$ cat src/rtl/sio_pkg.sv
package sio_pkg;
   typedef struct packed {
      logic rx_only;
      logic lsb_first;
      logic ext_clk;
   } sio_cfg_t;
endpackage

$ cat src/rtl/sio_sync.sv
module sio_sync #(
   parameter int   STAGES  = 2,
   parameter logic RST_VAL = 1'b1
) (
   input  logic clk,
   input  logic rst_n,
   input  logic d,
   output logic q
);
   generate
      if (STAGES < 2) begin : g_bad_stages
         $error("sio_sync needs at least two stages");
      end
   endgenerate

   logic [STAGES-1:0] ff;

   always_ff @(posedge clk or negedge rst_n) begin
      if (!rst_n) ff <= {STAGES{RST_VAL}};
      else        ff <= {ff[STAGES-2:0], d};
   end

   assign q = ff[STAGES-1];
endmodule

$ cat src/rtl/sio_clkgen.sv
module sio_clkgen #(
   parameter int DIV_W = 4
) (
   input  logic             clk,
   input  logic             rst_n,
   input  logic             run,
   input  logic [DIV_W-1:0] div,
   output logic             sck,
   output logic             rise,
   output logic             fall
);
   logic [DIV_W-1:0] half_cnt;
   logic             wrap;

   assign wrap = run && (half_cnt == div);
   assign rise = wrap && !sck;
   assign fall = wrap && sck;

   always_ff @(posedge clk or negedge rst_n) begin
      if (!rst_n) begin
         half_cnt <= '0;
         sck      <= 1'b1;
      end else if (!run) begin
         half_cnt <= '0;
         sck      <= 1'b1;
      end else if (wrap) begin
         half_cnt <= '0;
         sck      <= ~sck;
      end else begin
         half_cnt <= half_cnt + 1'b1;
      end
   end
endmodule

$ cat src/rtl/sio_shifter.sv
module sio_shifter #(
   parameter int BITS = 8
) (
   input  logic            clk,
   input  logic            rst_n,
   input  logic            load,
   input  logic [BITS-1:0] load_val,
   input  logic            lsb_first,
   input  logic            rise,
   input  logic            fall,
   input  logic            din,
   output logic            dout,
   output logic [BITS-1:0] rx_next,
   output logic            last
);
   localparam int CNT_W = $clog2(BITS + 1);

   logic [BITS-1:0]  tx_sr;
   logic [BITS-1:0]  rx_sr;
   logic [CNT_W-1:0] bit_cnt;

   assign dout = lsb_first ? tx_sr[0] : tx_sr[BITS-1];
   assign last = rise && (bit_cnt == CNT_W'(BITS - 1));

   always_comb begin
      if (lsb_first) rx_next = {din, rx_sr[BITS-1:1]};
      else           rx_next = {rx_sr[BITS-2:0], din};
   end

   always_ff @(posedge clk or negedge rst_n) begin
      if (!rst_n) begin
         tx_sr   <= '0;
         rx_sr   <= '0;
         bit_cnt <= '0;
      end else if (load) begin
         tx_sr   <= load_val;
         rx_sr   <= '0;
         bit_cnt <= '0;
      end else begin
         if (rise) begin
            rx_sr   <= rx_next;
            bit_cnt <= bit_cnt + 1'b1;
         end
         if (fall && bit_cnt != '0) begin
            if (lsb_first) tx_sr <= {1'b0, tx_sr[BITS-1:1]};
            else           tx_sr <= {tx_sr[BITS-2:0], 1'b0};
         end
      end
   end
endmodule

$ cat src/rtl/sio_port.sv
module sio_port #(
   parameter int BITS        = 8,
   parameter int DIV_W       = 4,
   parameter int SYNC_STAGES = 2
) (
   input  logic             clk,
   input  logic             rst_n,
   input  logic             start,
   input  logic [BITS-1:0]  tx_byte,
   input  logic             cfg_rx_only,
   input  logic             cfg_lsb_first,
   input  logic             cfg_ext_clk,
   input  logic [DIV_W-1:0] cfg_div,
   input  logic             sck_i,
   output logic             sck_o,
   output logic             sck_oe,
   output logic             sdo,
   input  logic             sdi,
   output logic             busy,
   output logic             done,
   output logic [BITS-1:0]  rx_byte
);
   import sio_pkg::*;

   generate
      if (BITS < 2) begin : g_bad_bits
         $error("sio_port BITS must be at least 2");
      end
      if (DIV_W < 1 || DIV_W > 16) begin : g_bad_div
         $error("sio_port DIV_W out of range");
      end
   endgenerate

   sio_cfg_t         cfg_q;
   logic [DIV_W-1:0] div_q;
   logic             rxo_q, ext_q, lsb_q;
   logic             accept;
   logic             sck_s, sck_prev, sdi_s, sdi_eff;
   logic             int_rise, int_fall, ext_rise, ext_fall;
   logic             rise_e, fall_e, last;
   logic             tx_bit;
   logic [BITS-1:0]  rx_next;

   assign rxo_q  = cfg_q.rx_only;
   assign ext_q  = cfg_q.ext_clk;
   assign lsb_q  = cfg_q.lsb_first;
   assign accept = start && !busy;

   sio_sync #(.STAGES(SYNC_STAGES), .RST_VAL(1'b1)) u_sck_sync (
      .clk(clk), .rst_n(rst_n), .d(sck_i), .q(sck_s));
   sio_sync #(.STAGES(SYNC_STAGES), .RST_VAL(1'b1)) u_sdi_sync (
      .clk(clk), .rst_n(rst_n), .d(sdi), .q(sdi_s));

   always_ff @(posedge clk or negedge rst_n) begin
      if (!rst_n) sck_prev <= 1'b1;
      else        sck_prev <= sck_s;
   end

   assign ext_rise = sck_s && !sck_prev;
   assign ext_fall = !sck_s && sck_prev;

   sio_clkgen #(.DIV_W(DIV_W)) u_clkgen (
      .clk(clk), .rst_n(rst_n), .run(busy && !ext_q), .div(div_q),
      .sck(sck_o), .rise(int_rise), .fall(int_fall));

   assign rise_e  = busy && (ext_q ? ext_rise : int_rise);
   assign fall_e  = busy && (ext_q ? ext_fall : int_fall);
   assign sdi_eff = ext_q ? sdi_s : sdi;

   sio_shifter #(.BITS(BITS)) u_shift (
      .clk(clk), .rst_n(rst_n), .load(accept), .load_val(tx_byte),
      .lsb_first(lsb_q), .rise(rise_e), .fall(fall_e), .din(sdi_eff),
      .dout(tx_bit), .rx_next(rx_next), .last(last));

   always_ff @(posedge clk or negedge rst_n) begin
      if (!rst_n) begin
         cfg_q   <= '0;
         div_q   <= '0;
         busy    <= 1'b0;
         done    <= 1'b0;
         rx_byte <= '0;
      end else if (accept) begin
         cfg_q   <= '{rx_only: cfg_rx_only, lsb_first: cfg_lsb_first, ext_clk: cfg_ext_clk};
         div_q   <= cfg_div;
         busy    <= 1'b1;
         done    <= 1'b0;
      end else if (last) begin
         busy    <= 1'b0;
         done    <= 1'b1;
         rx_byte <= rx_next;
      end
   end

   assign sdo    = (busy && !rxo_q) ? tx_bit : 1'b1;
   assign sck_oe = !(busy ? ext_q : cfg_ext_clk);
endmodule

$ cat config.mk
export PLATFORM = sky130hd
export DESIGN_NAME = sio_port
export DESIGN_NICKNAME = d
export VERILOG_FILES = /design/src/rtl/sio_pkg.sv /design/src/rtl/sio_sync.sv /design/src/rtl/sio_clkgen.sv /design/src/rtl/sio_shifter.sv /design/src/rtl/sio_port.sv
export SDC_FILE = /design/constraint.sdc
export NUM_CORES = 1
export LEC_CHECK = 0
export BUFFER_PORTS_ARGS = -buffer_cell sky130_fd_sc_hd__buf_2
export CAP_MARGIN = 20
export CORE_ASPECT_RATIO = 0.5
export CORE_UTILIZATION = 30
export DETAILED_ROUTE_END_ITERATION = 10
export HOLD_SLACK_MARGIN = 0.05
export PLACE_DENSITY_LB_ADDON = 0.1
export SYNTH_ARGS = -nofsm -noshare
export SYNTH_HDL_FRONTEND = slang
export SYNTH_HIERARCHICAL = 1
export SYNTH_SLANG_ARGS = --single-unit
$ cat constraint.sdc
create_clock -name clk -period 7.1 [get_ports clk]
set_input_delay 1.065 -clock clk [delete_from_list [all_inputs] [get_ports clk]]
set_output_delay 1.065 -clock clk [all_outputs]
set_load 0.03 [all_outputs]
==> impl_metrics.py, run 1 <==
metrics = {
    "synthesis": {
        "async_flop_share_pct": 100,
        "synth_cells": 192,
        "ys_seq_area_share_pct": 50.3,
        "ys_top_cells_by_count": "dfrtp_1, nor2_1, mux2_2, nand2_1, mux2i_1",
        "yosysTopAreaCell": "dfrtp_1",
        "ys_types": 42,
        "ys_ff_latch": 47,
        "yosys.cell_count.top_type": "dfrtp_1",
        "ys_warn_count": 6,
        "synth_area_um2": 2350,
        "avgSynthCellArea_um2": 12.3,
        "syn-num-nets": 215,
        "synth_top_area_share_pct": 43.6,
        "synthFlopType": "dfrtp_1",
        "synth_edf_count": 0,
        "synthTopCellsByArea": "dfrtp_1, dfstp_2, mux2_4, mux2_2, mux2i_1",
    },
    "timing": {
        "worst_pin_slew_ns": 0.797,
        "hold_ws_ns": 0.355,
        "rsz0062_at_grt": "no",
        "timing.final.crit_share_pct": 41.6,
        "setup_violations": 0,
        "clock_skew_ns": 0.00493,
        "finalCriticalPeriod_ns": 2.96,
        "fin_setup_tns_ns": 0,
        "finalHoldViolCount": 0,
        "max_clock_freq_ghz": 0.338,
        "drv_slew": 0,
        "relSlewSlack_pct": 46.8,
    },
    "drt": {
        "first_iter_violations": 55,
        "wl_per_cell_um": 13.8,
        "ant_nets": 0,
        "dr.pass1.iters": 4,
        "routed_wirelength_um": 4570,
        "drc": 0,
        "vias": 1470,
        "vias_per_cell": 4.44,
    },
    "clocking": {
        "clock_latency_ns": 0.29,
        "cts.sinks": 47,
        "clockBufferDepth": 2,
        "cts_hold_buffers": 0,
        "cts_setup_buffers": 0,
        "postCtsResizedCells": 0,
        "root_buffer": "clkbuf_16",
        "htreeDepth": 2,
        "cts_buffers": 5,
        "path_clk_slew_ns": 0.06,
        "cts_tree": "yes",
    },
    "critical_path": {
        "cp_slowest_cell": "dfrtp_1",
        "crit_path_start_kind": "register",
        "cp.required_ns": 6.03,
        "crit_type": "register to output pin",
        "slowest_delay_ns": 0.86,
        "cp-end-kind": "output pin",
        "critPathBufInv": 1,
        "worstPathCellList": "mux2_2 > nor2_1 > nand2_1 > buf_2",
        "cp_top_family": "flip-flops",
        "cp.arrival_ns": 1.89,
        "crit_fanout": 24,
    },
    "layout": {
        "diodes": 0,
        "drive_gt1_share_pct": 38.6,
        "fin_nets": 245,
        "area_growth_syn_to_layout_pct": 15.9,
        "final_cells": 331,
    },
    "global_routing": {
        "grt_pass1_vias": 1581,
        "track_usage_pct": 12.7,
        "grt_start_max_net_pins": 48,
        "grt_first_pass_wirelength_um": 7870,
        "grt_antenna_before_repair": 0,
        "overflow": 0,
    },
    "die": {
        "row_count": 22,
        "coreArea_um2": 7460,
        "io_pins": 33,
        "initial_core_util_pct": 31.6,
        "die-area_um2": 8230,
        "die_w_um": 127,
        "die_h_um": 64.6,
    },
    "place": {
        "dpl.hpwl_um": 3060,
        "gp_congestion": 0.716,
        "placedCellCount": 323,
        "portBuffers": 32,
    },
    "power": {
        "power_switching_mw": 0.433,
        "p_leak_nw": 1.22,
        "power.total_mw": 1.16,
        "p_per_area_nw_per_um2": 425,
        "sequentialPowerShare_pct": 41.9,
        "p_sw_share_pct": 37.4,
        "power_frac_clock_pct": 19.7,
        "pwr-share-comb_pct": 38.4,
        "intPower_mw": 0.725,
        "vdd_drop_max_mv": 0.107,
    },
    "run": {
        "cap_violations": 0,
    },
    "run_status": {
        "status": "finished clean",
    },
    "min_path": {
        "hold_path.class": "register to register",
    },
}
==> power by group through the flow <==
| stage | Sequential, mW | Combinational, mW | Clock [mW] |
|---|---|---|---|
| after floorplan | 0.493 | 0.340 | 0 |
| final | 0.485 | 0.445 | 0.228 |
| after global placement | 0.492 | 0.447 | 0 |
| after detailed placement | 0.491 | 0.448 | 0 |
| after global routing | 0.507 | 0.493 | 0.253 |
| after CTS | 0.487 | 0.450 | 0.237 |
==> cell families (layout without fill, tap and decap cells) <==
logic type | after synthesis | in the layout | synth area share [%]
AOI/OAI and AO/OA | 26 | 26 | 8.82
DFF | 47 | 47 | 50.3
and+or+nand+nor | 55 | 55 | 13.1
muxes | 36 | 36 | 18.1
adders and majority gates | 3 | 3 | 1.59
xor gates and xnor gates | 9 | 9 | 3.99
buffers and inverters | 16 | 47 | 4.09
==> final timing paths <==
path / startpoint / to / slack, ns / depth (start not counted)
worst max-delay path: lsb_q$_DFFE_PN0P_ / sdo / 4.14 / 4
worst min-delay path: u_sdi_sync/ff[0]$_DFF_PN1_ / u_sdi_sync/ff[1]$_DFF_PN1_ / 0.35 / 0
worst max register to register: busy$_DFFE_PN0P_ / rx_byte[2]$_DFFE_PN0P_ / 4.31 / 9
worst min register to register: u_sdi_sync/ff[0]$_DFF_PN1_ / u_sdi_sync/ff[1]$_DFF_PN1_ / 0.35 / 0
max in group asynchronous: rst_n / done$_DFFE_PN0P_ / 5.80 / 2
min in group asynchronous: rst_n / rx_byte[0]$_DFFE_PN0P_ / 0.87 / 2
==> per-stage QoR <==
step,utilization (%),cell area [um2],setup slack [ns]
finish,36.6,2730,4.14
global route,36.6,2730,3.98
CTS,36.6,2730,4.11
detailed placement,34.7,2590,4.28
global placement,34.7,2590,4.31
floorplan,-,2350,4.48
==> cells in the final DEF, fill, tap and decap left out, drive strengths merged, types with 3 or more instances in the layout <==
cell type,instances
xor2,3
nand2b,3
dfstp,6
nor2b,10
mux2i,10
clkbuf,7
nand2,11
xnor2,6
inv,4
nor3b,3
o31ai,6
o21ai,3
a21oi,7
nand4,3
mux2,26
dfrtp,41
ha,3
nor2,17
and3,3
a2111oi,6
buf,35
==> registers in the layout (all words and copies together), names as in the netlist <==
signal             cells
u_sck_sync/ff          2
u_shift/rx_sr          8
ext_q                  1
u_clkgen/sck           1
rxo_q                  1
sck_prev               1
u_clkgen/half_cnt      4
u_sdi_sync/ff          2
rx_byte                8
u_shift/tx_sr          8
busy                   1
done                   1
div_q                  4
u_shift/bit_cnt        4
lsb_q                  1
==> final cells by class <==
cell class	instances	area, um2
multi-input combinational	129	1070
inverter	4	15.0
tap	108	135
timing repair buffer	35	183
clock buffer	7	133
sequential	47	1180
fill	755	4730
clock inverter	1	5.00
==> routing by layer <==
metal	up-vias	GRT usage (%)	part of all wire, %
li1	736	-	-
met5	-	0	0
met3	5	4.29	3.9
met2	16	19.7	44
met1	713	16.2	51
met4	0	5.36	1.3
No activity file was read; power rests on OpenSTA's default activity.
==> run 2: changes to the inputs <==
==> constraint.sdc (replaced) <==
create_clock -name clk -period 2.7 [get_ports clk]
set_input_delay 0.405 -clock clk [delete_from_list [all_inputs] [get_ports clk]]
set_output_delay 0.405 -clock clk [all_outputs]
set_load 0.03 [all_outputs]
==> impl_metrics.py, run 2 (synthesis gave the netlist of run 1 again) <==
metrics = {
    "run_status": {
        "status": "finished clean",
    },
    "drt": {
        "wl_per_cell_um": 14.2,
        "first_iter_violations": 81,
        "routed_wirelength_um": 4740,
        "drc": 0,
        "vias_per_cell": 4.54,
        "vias": 1520,
        "dr.pass1.iters": 4,
        "ant_nets": 0,
    },
    "layout": {
        "diodes": 0,
        "fin_nets": 249,
        "multi_input_area_um2": 1070,
        "nFillCells": 752,
        "top_regs": "rx_byte (8), u_shift/rx_sr (8), u_shift/tx_sr (8)",
        "final_util_pct": 37.5,
        "area_growth_syn_to_layout_pct": 18.7,
        "drive_gt1_share_pct": 40.5,
        "seq_area_um2": 1180,
        "layout_commonest_cell": "dfrtp_1",
        "final_cell_mix": "dfrtp_1, buf_2, nor2_1, mux2_2, nand2_1",
        "fin_area_um2": 2800,
        "final_cells": 335,
    },
    "global_routing": {
        "grt_start_max_net_pins": 48,
        "grt_first_pass_wirelength_um": 8020,
        "grt_pass1_vias": 1542,
        "grt-busiest-layer": "met2",
        "use_met1_pct": 17.4,
        "overflow": 0,
        "grt_antenna_before_repair": 0,
        "grtUsageMet2_pct": 19.3,
        "grtUsageMet3_pct": 4.21,
        "track_usage_pct": 12.9,
    },
    "die": {
        "die-area_um2": 8230,
        "row_count": 22,
        "coreArea_um2": 7460,
        "initial_core_util_pct": 31.6,
        "die_w_um": 127,
        "die_h_um": 64.6,
        "io_pins": 33,
    },
    "power": {
        "intPower_mw": 2.05,
        "pwr-share-comb_pct": 38.9,
        "power_switching_mw": 1.16,
        "power_frac_clock_pct": 22.4,
        "p_leak_nw": 1.26,
        "p_per_area_nw_per_um2": 1150,
        "power.total_mw": 3.21,
        "sequentialPowerShare_pct": 38.7,
        "vdd_drop_max_mv": 0.372,
        "p_sw_share_pct": 36.2,
    },
    "run": {
        "cap_violations": 0,
    },
    "timing": {
        "clock_skew_ns": 0.00421,
        "max_clock_freq_ghz": 0.431,
        "relSlewSlack_pct": 59.3,
        "timing.final.ws_setup_ns": 0.382,
        "setup_violations": 0,
        "hold_ws_ns": 0.207,
        "fin_setup_tns_ns": 0,
        "finalCriticalPeriod_ns": 2.32,
        "drv_slew": 0,
        "finalHoldViolCount": 0,
        "timing.final.crit_share_pct": 85.8,
        "rsz0062_at_grt": "no",
        "worst_pin_slew_ns": 0.610,
    },
    "critical_path": {
        "cp.required_ns": 2.87,
        "rrSetupSlack_ns": 0.38,
        "r2r_cells": 10,
        "crit_path_start_kind": "register",
        "crit_type": "register to register",
        "r2r-start": "u_clkgen/half_cnt[2]$_DFF_PN0_",
        "cp.arrival_ns": 2.49,
        "cp-end-kind": "register",
        "crit_fanout": 8,
        "r2r_end": "rx_byte[0]$_DFFE_PN0P_",
    },
    "clocking": {
        "root_buffer": "clkbuf_16",
        "cts.sinks": 47,
        "cts_setup_buffers": 0,
        "htreeDepth": 2,
        "cts_tree": "yes",
        "path_clk_slew_ns": 0.06,
        "postCtsResizedCells": 0,
        "cts_hold_buffers": 0,
        "clockBufferDepth": 2,
        "clock_latency_ns": 0.29,
        "cts_buffers": 5,
    },
    "place": {
        "portBuffers": 32,
        "postPlaceCellArea_um2": 2620,
        "gp_congestion": 0.711,
        "dpl.hpwl_um": 3180,
        "placedCellCount": 327,
        "pre_cts_slack_ns": 0.361,
    },
    "min_path": {
        "hold_path.class": "input pin to asynchronous set/reset pin",
    },
}
[run 2: cell count changes in the layout (fill, tap and decap cells not counted), sizes merged]
cell	change
buf	+4
clkbuf	-1
bufinv	+1
[run 2: layout make-up]
type	instances	area share, %
repair buffers	39	7.61
flip-flops and latches	47	42.3
clock inverters	2	1.25
clock buffers	6	4.97
inverters	4	0.537
well taps	108	4.83
multi-input cells	129	38.5
[run 2: per-layer routing]
layer / routed length (um) / vias to the layer above
met3: 169 / 5
li1: - / 747
met4: 44 / 0
met2: 2090 / 20
met5: 0 / -
met1: 2440 / 748
[run 2: critical path, cell delays in order (launching register included)]
cell	delay (ns)
dfrtp_1	0.41
xnor2_1	0.18
nand4_2	0.21
nor3b_1	0.23
nand2b_1	0.08
a21boi_1	0.18
nand2_1	0.11
nor3b_1	0.19
buf_4	0.16
nand2b_4	0.13
mux2_4	0.33
[run 2: how the worst max path moves through the flow]
stage                                         from                endpoint  slack (ns)
detailed placement  u_clkgen/half_cnt[2]$_DFF_PN0_  rx_byte[4]$_DFFE_PN0P_        0.36
floorplan                         busy$_DFFE_PN0P_  rx_byte[0]$_DFFE_PN0P_        0.11
CTS                 u_clkgen/half_cnt[2]$_DFF_PN0_  rx_byte[0]$_DFFE_PN0P_        0.34
global placement              div_q[3]$_DFFE_PN0P_  rx_byte[3]$_DFFE_PN0P_        0.39
finish              u_clkgen/half_cnt[2]$_DFF_PN0_  rx_byte[0]$_DFFE_PN0P_        0.38
global route        u_clkgen/half_cnt[0]$_DFF_PN0_  rx_byte[7]$_DFFE_PN0P_        0.14
[run 2: power groups by stage]
stage	Clock, mW	Sequential [mW]	Combinational (mW)
4_1_cts	0.746	1.24	1.27
2_1_floorplan	0	1.30	0.893
3_3_place_gp	0	1.25	1.25
5_1_grt	0.772	1.28	1.38
3_5_place_dp	0	1.25	1.27
6_report	0.721	1.24	1.25
